--- config.mk ---
export PLATFORM = sky130hd
export DESIGN_NAME = sbuf_top
export DESIGN_NICKNAME = d
export VERILOG_FILES = /design/src/rtl/sbuf_pkg.sv /design/src/rtl/sbuf_entry.sv /design/src/rtl/sbuf_fwd.sv /design/src/rtl/sbuf_ctrl.sv /design/src/rtl/sbuf_top.sv
export SDC_FILE = /design/constraint.sdc
export NUM_CORES = 1
export LEC_CHECK = 0
export BUFFER_PORTS_ARGS = -buffer_cell sky130_fd_sc_hd__buf_2
export CAP_MARGIN = 20
export CELL_PAD_IN_SITES_DETAIL_PLACEMENT = 1
export CELL_PAD_IN_SITES_GLOBAL_PLACEMENT = 1
export CORE_MARGIN = 2
export CORE_UTILIZATION = 27
export DETAILED_ROUTE_END_ITERATION = 8
export HOLD_SLACK_MARGIN = 0.06
export PLACE_DENSITY_LB_ADDON = 0.1
export SYNTH_ARGS = -nofsm -noshare
export SYNTH_HDL_FRONTEND = slang
export SYNTH_HIERARCHICAL = 1
export SYNTH_SLANG_ARGS = --single-unit
export TNS_END_PERCENT = 30
--- constraint.sdc ---
create_clock -name clk -period 2.3 [get_ports clk]
set_input_delay 0.46 -clock clk [delete_from_list [all_inputs] [get_ports clk]]
set_output_delay 0.46 -clock clk [all_outputs]
set_load 0.005 [all_outputs]
--- src/rtl/sbuf_pkg.sv ---
package sbuf_pkg;

  // Decision taken by the controller for one memory-stage cycle
  typedef enum logic [2:0] {
    ACT_IDLE    = 3'd0,  // nothing happens to the slot
    ACT_CAPTURE = 3'd1,  // empty slot takes the store
    ACT_SWAP    = 3'd2,  // old entry written, new store captured
    ACT_DRAIN   = 3'd3,  // old entry written, slot emptied
    ACT_HOLD    = 3'd4   // slot kept, pipeline stalled
  } sbuf_act_e;

endpackage

--- src/rtl/sbuf_entry.sv ---
module sbuf_entry #(
  parameter int IW   = 14,
  parameter int DW   = 32,
  parameter int WAYW = 2,
  localparam int NB  = DW / 8
) (
  input  logic            clk,
  input  logic            rst_n,
  input  logic            cap_en,
  input  logic            clr_en,
  input  logic [IW-1:0]   in_idx,
  input  logic [DW-1:0]   in_data,
  input  logic [NB-1:0]   in_be,
  input  logic [WAYW-1:0] in_way,
  output logic            vld,
  output logic [IW-1:0]   idx,
  output logic [DW-1:0]   data,
  output logic [NB-1:0]   be,
  output logic [WAYW-1:0] way
);

  logic            vld_d;
  logic            pay_en;

  // valid bit: capture wins over clear in the same cycle
  always_comb begin
    vld_d = vld;
    if (cap_en) begin
      vld_d = 1'b1;
    end else if (clr_en) begin
      vld_d = 1'b0;
    end
  end

  assign pay_en = cap_en;

  always_ff @(posedge clk or negedge rst_n) begin
    if (!rst_n) begin
      vld <= 1'b0;
    end else begin
      vld <= vld_d;
    end
  end

  // payload registers carry no reset, only an enable
  always_ff @(posedge clk) begin
    if (pay_en) begin
      idx  <= in_idx;
      data <= in_data;
      be   <= in_be;
      way  <= in_way;
    end
  end

endmodule

--- src/rtl/sbuf_fwd.sv ---
module sbuf_fwd #(
  parameter int IW  = 14,
  parameter int DW  = 32,
  localparam int NB = DW / 8
) (
  input  logic          ent_vld,
  input  logic [IW-1:0] ent_idx,
  input  logic [DW-1:0] ent_data,
  input  logic [NB-1:0] ent_be,
  input  logic          ld_valid,
  input  logic          ld_tag_hit,
  input  logic [IW-1:0] ld_idx,
  input  logic [DW-1:0] ld_rdata,
  output logic [DW-1:0] ld_data,
  output logic          ld_fwd
);

  logic word_match;

  assign word_match = ent_vld && (ent_idx == ld_idx);
  assign ld_fwd     = ld_valid && ld_tag_hit && word_match;

  // per byte lane: buffered byte over array byte when enabled
  for (genvar b = 0; b < NB; b++) begin : g_lane
    assign ld_data[b*8 +: 8] = (ld_fwd && ent_be[b]) ? ent_data[b*8 +: 8]
                                                       : ld_rdata[b*8 +: 8];
  end

endmodule

--- src/rtl/sbuf_ctrl.sv ---
module sbuf_ctrl #(
  parameter bit EAGER_DRAIN = 1'b1
) (
  input  logic               ent_vld,
  input  logic               st_valid,
  input  logic               st_tag_hit,
  input  logic               ld_valid,
  input  logic               ld_tag_hit,
  input  logic               arr_busy,
  output sbuf_pkg::sbuf_act_e act,
  output logic               stall,
  output logic               fill_req,
  output logic               fill_from_ld
);
  import sbuf_pkg::*;

  logic idle_ok;
  logic ld_miss;
  logic st_miss;

  // variant: drain on free cycles, or only when a store displaces the entry
  if (EAGER_DRAIN) begin : g_eager
    assign idle_ok = 1'b1;
  end else begin : g_lazy
    assign idle_ok = 1'b0;
  end

  assign ld_miss = ld_valid && !ld_tag_hit;
  assign st_miss = st_valid && !st_tag_hit;

  always_comb begin
    act          = ACT_IDLE;
    stall        = 1'b0;
    fill_req     = 1'b0;
    fill_from_ld = 1'b0;
    if (ld_miss) begin
      // load miss has top priority: empty the slot before any fill
      stall        = 1'b1;
      fill_from_ld = 1'b1;
      if (ent_vld) begin
        act = arr_busy ? ACT_HOLD : ACT_DRAIN;
      end else begin
        fill_req = 1'b1;
      end
    end else if (st_valid && ld_valid && ent_vld) begin
      // load lookup first; the store waits, drain deferred
      act   = ACT_HOLD;
      stall = 1'b1;
    end else if (st_miss) begin
      stall = 1'b1;
      if (ent_vld) begin
        act = arr_busy ? ACT_HOLD : ACT_DRAIN;
      end else begin
        fill_req = 1'b1;
      end
    end else if (st_valid) begin
      if (!ent_vld) begin
        act = ACT_CAPTURE;
      end else if (arr_busy) begin
        act   = ACT_HOLD;
        stall = 1'b1;
      end else begin
        act = ACT_SWAP;
      end
    end else if (!ld_valid && ent_vld && !arr_busy && idle_ok) begin
      act = ACT_DRAIN;
    end
  end

endmodule

--- src/rtl/sbuf_top.sv ---
module sbuf_top #(
  parameter int AW          = 16,
  parameter int DW          = 32,
  parameter int WAYS        = 4,
  parameter bit EAGER_DRAIN = 1'b1,
  localparam int NB         = DW / 8,
  localparam int OFFW       = $clog2(NB),
  localparam int IW         = AW - OFFW,
  localparam int WAYW       = (WAYS > 1) ? $clog2(WAYS) : 1
) (
  input  logic            clk,
  input  logic            rst_n,
  input  logic            st_valid,
  input  logic [AW-1:0]   st_addr,
  input  logic [DW-1:0]   st_data,
  input  logic [NB-1:0]   st_be,
  input  logic            st_tag_hit,
  input  logic [WAYW-1:0] st_way,
  input  logic            ld_valid,
  input  logic [AW-1:0]   ld_addr,
  input  logic            ld_tag_hit,
  input  logic [DW-1:0]   ld_rdata,
  output logic [DW-1:0]   ld_data,
  output logic            ld_fwd,
  input  logic            arr_busy,
  output logic            wr_en,
  output logic [IW-1:0]   wr_index,
  output logic [WAYW-1:0] wr_way,
  output logic [DW-1:0]   wr_data,
  output logic [NB-1:0]   wr_be,
  output logic            stall,
  output logic            fill_req,
  output logic [AW-1:0]   fill_addr
);
  import sbuf_pkg::*;

  // reset: asserted asynchronously, released on the clock
  logic [1:0] rst_sync_q;
  logic       rst_int_n;

  always_ff @(posedge clk or negedge rst_n) begin
    if (!rst_n) begin
      rst_sync_q <= 2'b00;
    end else begin
      rst_sync_q <= {rst_sync_q[0], 1'b1};
    end
  end
  assign rst_int_n = rst_sync_q[1];

  sbuf_act_e       act;
  logic            fill_from_ld;
  logic            ent_vld;
  logic [IW-1:0]   ent_idx;
  logic [DW-1:0]   ent_data;
  logic [NB-1:0]   ent_be;
  logic [WAYW-1:0] ent_way;
  logic            cap_en;
  logic            clr_en;

  sbuf_ctrl #(.EAGER_DRAIN(EAGER_DRAIN)) ctrl_i (
    .ent_vld     (ent_vld),
    .st_valid    (st_valid),
    .st_tag_hit  (st_tag_hit),
    .ld_valid    (ld_valid),
    .ld_tag_hit  (ld_tag_hit),
    .arr_busy    (arr_busy),
    .act         (act),
    .stall       (stall),
    .fill_req    (fill_req),
    .fill_from_ld(fill_from_ld)
  );

  assign cap_en = (act == ACT_CAPTURE) || (act == ACT_SWAP);
  assign clr_en = (act == ACT_DRAIN);
  assign wr_en  = (act == ACT_SWAP) || (act == ACT_DRAIN);

  sbuf_entry #(.IW(IW), .DW(DW), .WAYW(WAYW)) entry_i (
    .clk    (clk),
    .rst_n  (rst_int_n),
    .cap_en (cap_en),
    .clr_en (clr_en),
    .in_idx (st_addr[AW-1:OFFW]),
    .in_data(st_data),
    .in_be  (st_be),
    .in_way (st_way),
    .vld    (ent_vld),
    .idx    (ent_idx),
    .data   (ent_data),
    .be     (ent_be),
    .way    (ent_way)
  );

  assign wr_index  = ent_idx;
  assign wr_way    = ent_way;
  assign wr_data   = ent_data;
  assign wr_be     = ent_be;
  assign fill_addr = fill_from_ld ? ld_addr : st_addr;

  sbuf_fwd #(.IW(IW), .DW(DW)) fwd_i (
    .ent_vld   (ent_vld),
    .ent_idx   (ent_idx),
    .ent_data  (ent_data),
    .ent_be    (ent_be),
    .ld_valid  (ld_valid),
    .ld_tag_hit(ld_tag_hit),
    .ld_idx    (ld_addr[AW-1:OFFW]),
    .ld_rdata  (ld_rdata),
    .ld_data   (ld_data),
    .ld_fwd    (ld_fwd)
  );

endmodule

==> metrics.cfg <==
[outcome]
status = finished with violations
violations = setup timing

[cells_and_area]
fillers = 1103
antenna_cells = 0
drive_above_1_share = 0.772
nets = 502
post-route-util = 0.437
area_growth_pct = 56.7

[routing]
vias = 2283
finalWirelength_um = 8170
first_pass_iters = 3
wl_per_cell_um = 15.5
viasPerCell = 4.33
drt_iter0_drc = 44
drcViolationCount = 0
drtAntennaViolNets = 0

[worst_setup_path]
setup.worst_path.class = flip-flop to primary output
end_kind = primary output
crit-reg2reg-launch = entry_i/vld
cp_slowest_cell = edfxtp_1
max_stage_delay_ps = 470
start_kind = flip-flop
crit_path_cell_trace = xor2_4 -> nor4b_2 -> buf_4 -> nand4_4 -> mux2_2 -> buf_2
cp_max_fo = 8
worstPathArrival_ps = 2150
worstSetupStartpoint = entry_i/idx[5]
worstPathRequired_ps = 1840

[clock_network]
clock-sinks = 55
cts_buffers = 5
insertion_delay_ps = 300
cts_root_buf = clkbuf_8
clk_pin_slew_worst_paths_ps = 100
h-tree-depth = 2
cts_buffer_depth = 2
cts_tree = yes

[yosys]
synth_most_common_cell = edfxtp_1
synth_top_family_by_area = multiplexers
ys.flop_type = edfxtp_1
synth_area_um2 = 2730
synth_compound_area_frac = 0.0197
synth-adder-area-share = 0
netlist_top_cells_count = edfxtp_1 (52), mux2_2 (38), xor2_1 (14)
synthMuxAreaShare = 0.212
yosys.area_share.simple = 0.100
synth_edf_count = 52
yosys_warnings = 6
yosysTopAreaCellShare = 0.572
synth-xor-area-share = 0.0482
yosys.area.top_type = edfxtp_1
synth_nets = 267
syn_area_per_cell_um2 = 17.3
ys_seq_elements = 55
ys_async_sr_fraction = 0.0545
synth.yosys.seq_area_share = 0.600
synth_area_leaders = edfxtp_1 (57%), mux2_2 (16%), mux2_4 (5.5%), xor2_1 (4.5%), nand4_4 (3.1%)
syn_inst = 158
yosysUniqueCellTypes = 29

[sta]
fin_crit_sh = 1.14
setup_ws_ps = -313
finalCriticalPeriod_ps = 2610
hold_viol = 0
slew_viol_final = 0
setup-tns-final_ps = -7850
whs_ps = 326
rsz0062_at_grt = yes
setup_viol = 32
fmax_mhz = 383
finClkSkew_ps = 3.65

[power]
vdd.ir_drop.worst_uv = 315
power_density_nw_per_um2 = 725
leakage_nw = 1.96

[floorplan]
start_util = 0.279
core_area_um2 = 9770
io_pins = 213
dieArea_um2 = 10900
die_w_um = 105
placementRows = 36
die_y_um = 105

[grt]
overflow = 0
grt_pass1_vias = 2392
grt_first_pass_wirelength_um = 12600
antenna_found_initial = 0
grt_util_all_layers = 0.145
grt_max_degree = 32

[placement]
hpwlAfterDp_um = 6820
numPortBuffers = 212
gp_congestion = 0.754
place_ws_ps = -171

[hold_path]
hold_class = input pin to flip-flop
hp-start = st_data[25]

[run]
cap_violations = 0

[registers in the layout, summed over array words and instances (netlist names)]
register,count
entry_i/be,4
entry_i/data,32
entry_i/idx,14
entry_i/vld,1
entry_i/way,2
rst_sync_q,2
[through the flow]
| stage | instance area, um^2 | total power (W) | std cells |
|---|---|---|---|
| floorplan | 2740 | 0.00197 | 158 |
| global placement | 4100 | 0.00256 | 515 |
| detailed placement | 4100 | 0.00257 | 515 |
| CTS | 4240 | 0.00314 | 526 |
| global route | 4280 | 0.00328 | 527 |
| finish | 4280 | 0.00310 | 527 |
[what timing repair did]
action / 4_1_cts / 5_1_grt
buffers inserted: 1 / 1
gates cloned: 0 / 0
pin swaps: 4 / 6
hold buffers: 2 / 0
gates resized for setup: 5 / 3
endpoints found under the hold margin: 3 / 0
endpoints found under the setup margin: 32 / 33
[logic make-up after synthesis]
logic type | Yosys count
AOI/OAI and AO/OA | 8
xor gates and xnor gates | 15
buffers and inverters | 5
DFF | 55
muxes | 48
other | 1
and+or+nand+nor | 26
[critical path: cells and delay by family, from the launching register on]
family | cells | cell delay [ps]
and+or+nand+nor | 2 | 540
DFF | 1 | 470
muxes | 1 | 320
buffers and inverters | 2 | 310
xor gates and xnor gates | 1 | 220
[cells in the final DEF (no fill, tap or decap), types with 2 or more instances in the layout]
master / count
mux2_4: 10
a21oi_1: 4
mux2_2: 38
xor2_1: 11
nor2_1: 2
buf_2: 212
nor4b_2: 4
nand4_4: 4
dfrtp_1: 3
nor2_2: 2
dlygate4sd3_1: 2
xor2_2: 2
edfxtp_1: 52
inv_1: 2
nor4_4: 3
buf_4: 12
buf_12: 5
clkbuf_8: 5
nand2_1: 2
[routing by layer]
layer	up-vias	GRT usage	routed length (um)
li1	1079	-	-
met5	-	0	0
met3	9	0.0514	740
met2	120	0.270	4280
met1	1075	0.157	3050
met4	0	0.0280	98
[power breakdown]
| part | total, W | switching (W) | internal, W |
|---|---|---|---|
| sequential | 0.00154 | 0.000120 | 0.00142 |
| combinational | 0.00103 | 0.000535 | 0.000495 |
| clock | 0.000528 | 0.000312 | 0.000216 |
[layout make-up]
class                           instances  area [um^2]  share of cell area
Clock inverter                          2         13.8             0.00322
Timing Repair Buffer                  231         1270               0.297
Inverter                                2         7.51             0.00176
Sequential cell                        55         1640               0.383
Multi-Input combinational cell         98         1110               0.259
Tap cell                              133          166              0.0389
Clock buffer                            6         72.6              0.0170
[worst paths after layout]
check	end	slack [ps]	cells past startpoint
min	entry_i/data[25]	330	1
min reg2reg	rst_sync_q[1]	360	0
min in group asynchronous	rst_sync_q[0]	460	2
max reg2reg	entry_i/data[16]	580	5
max	ld_data[5]	-310	6
max in group asynchronous	entry_i/vld	1640	1
Note: power is estimated with default switching activity, not from simulation.
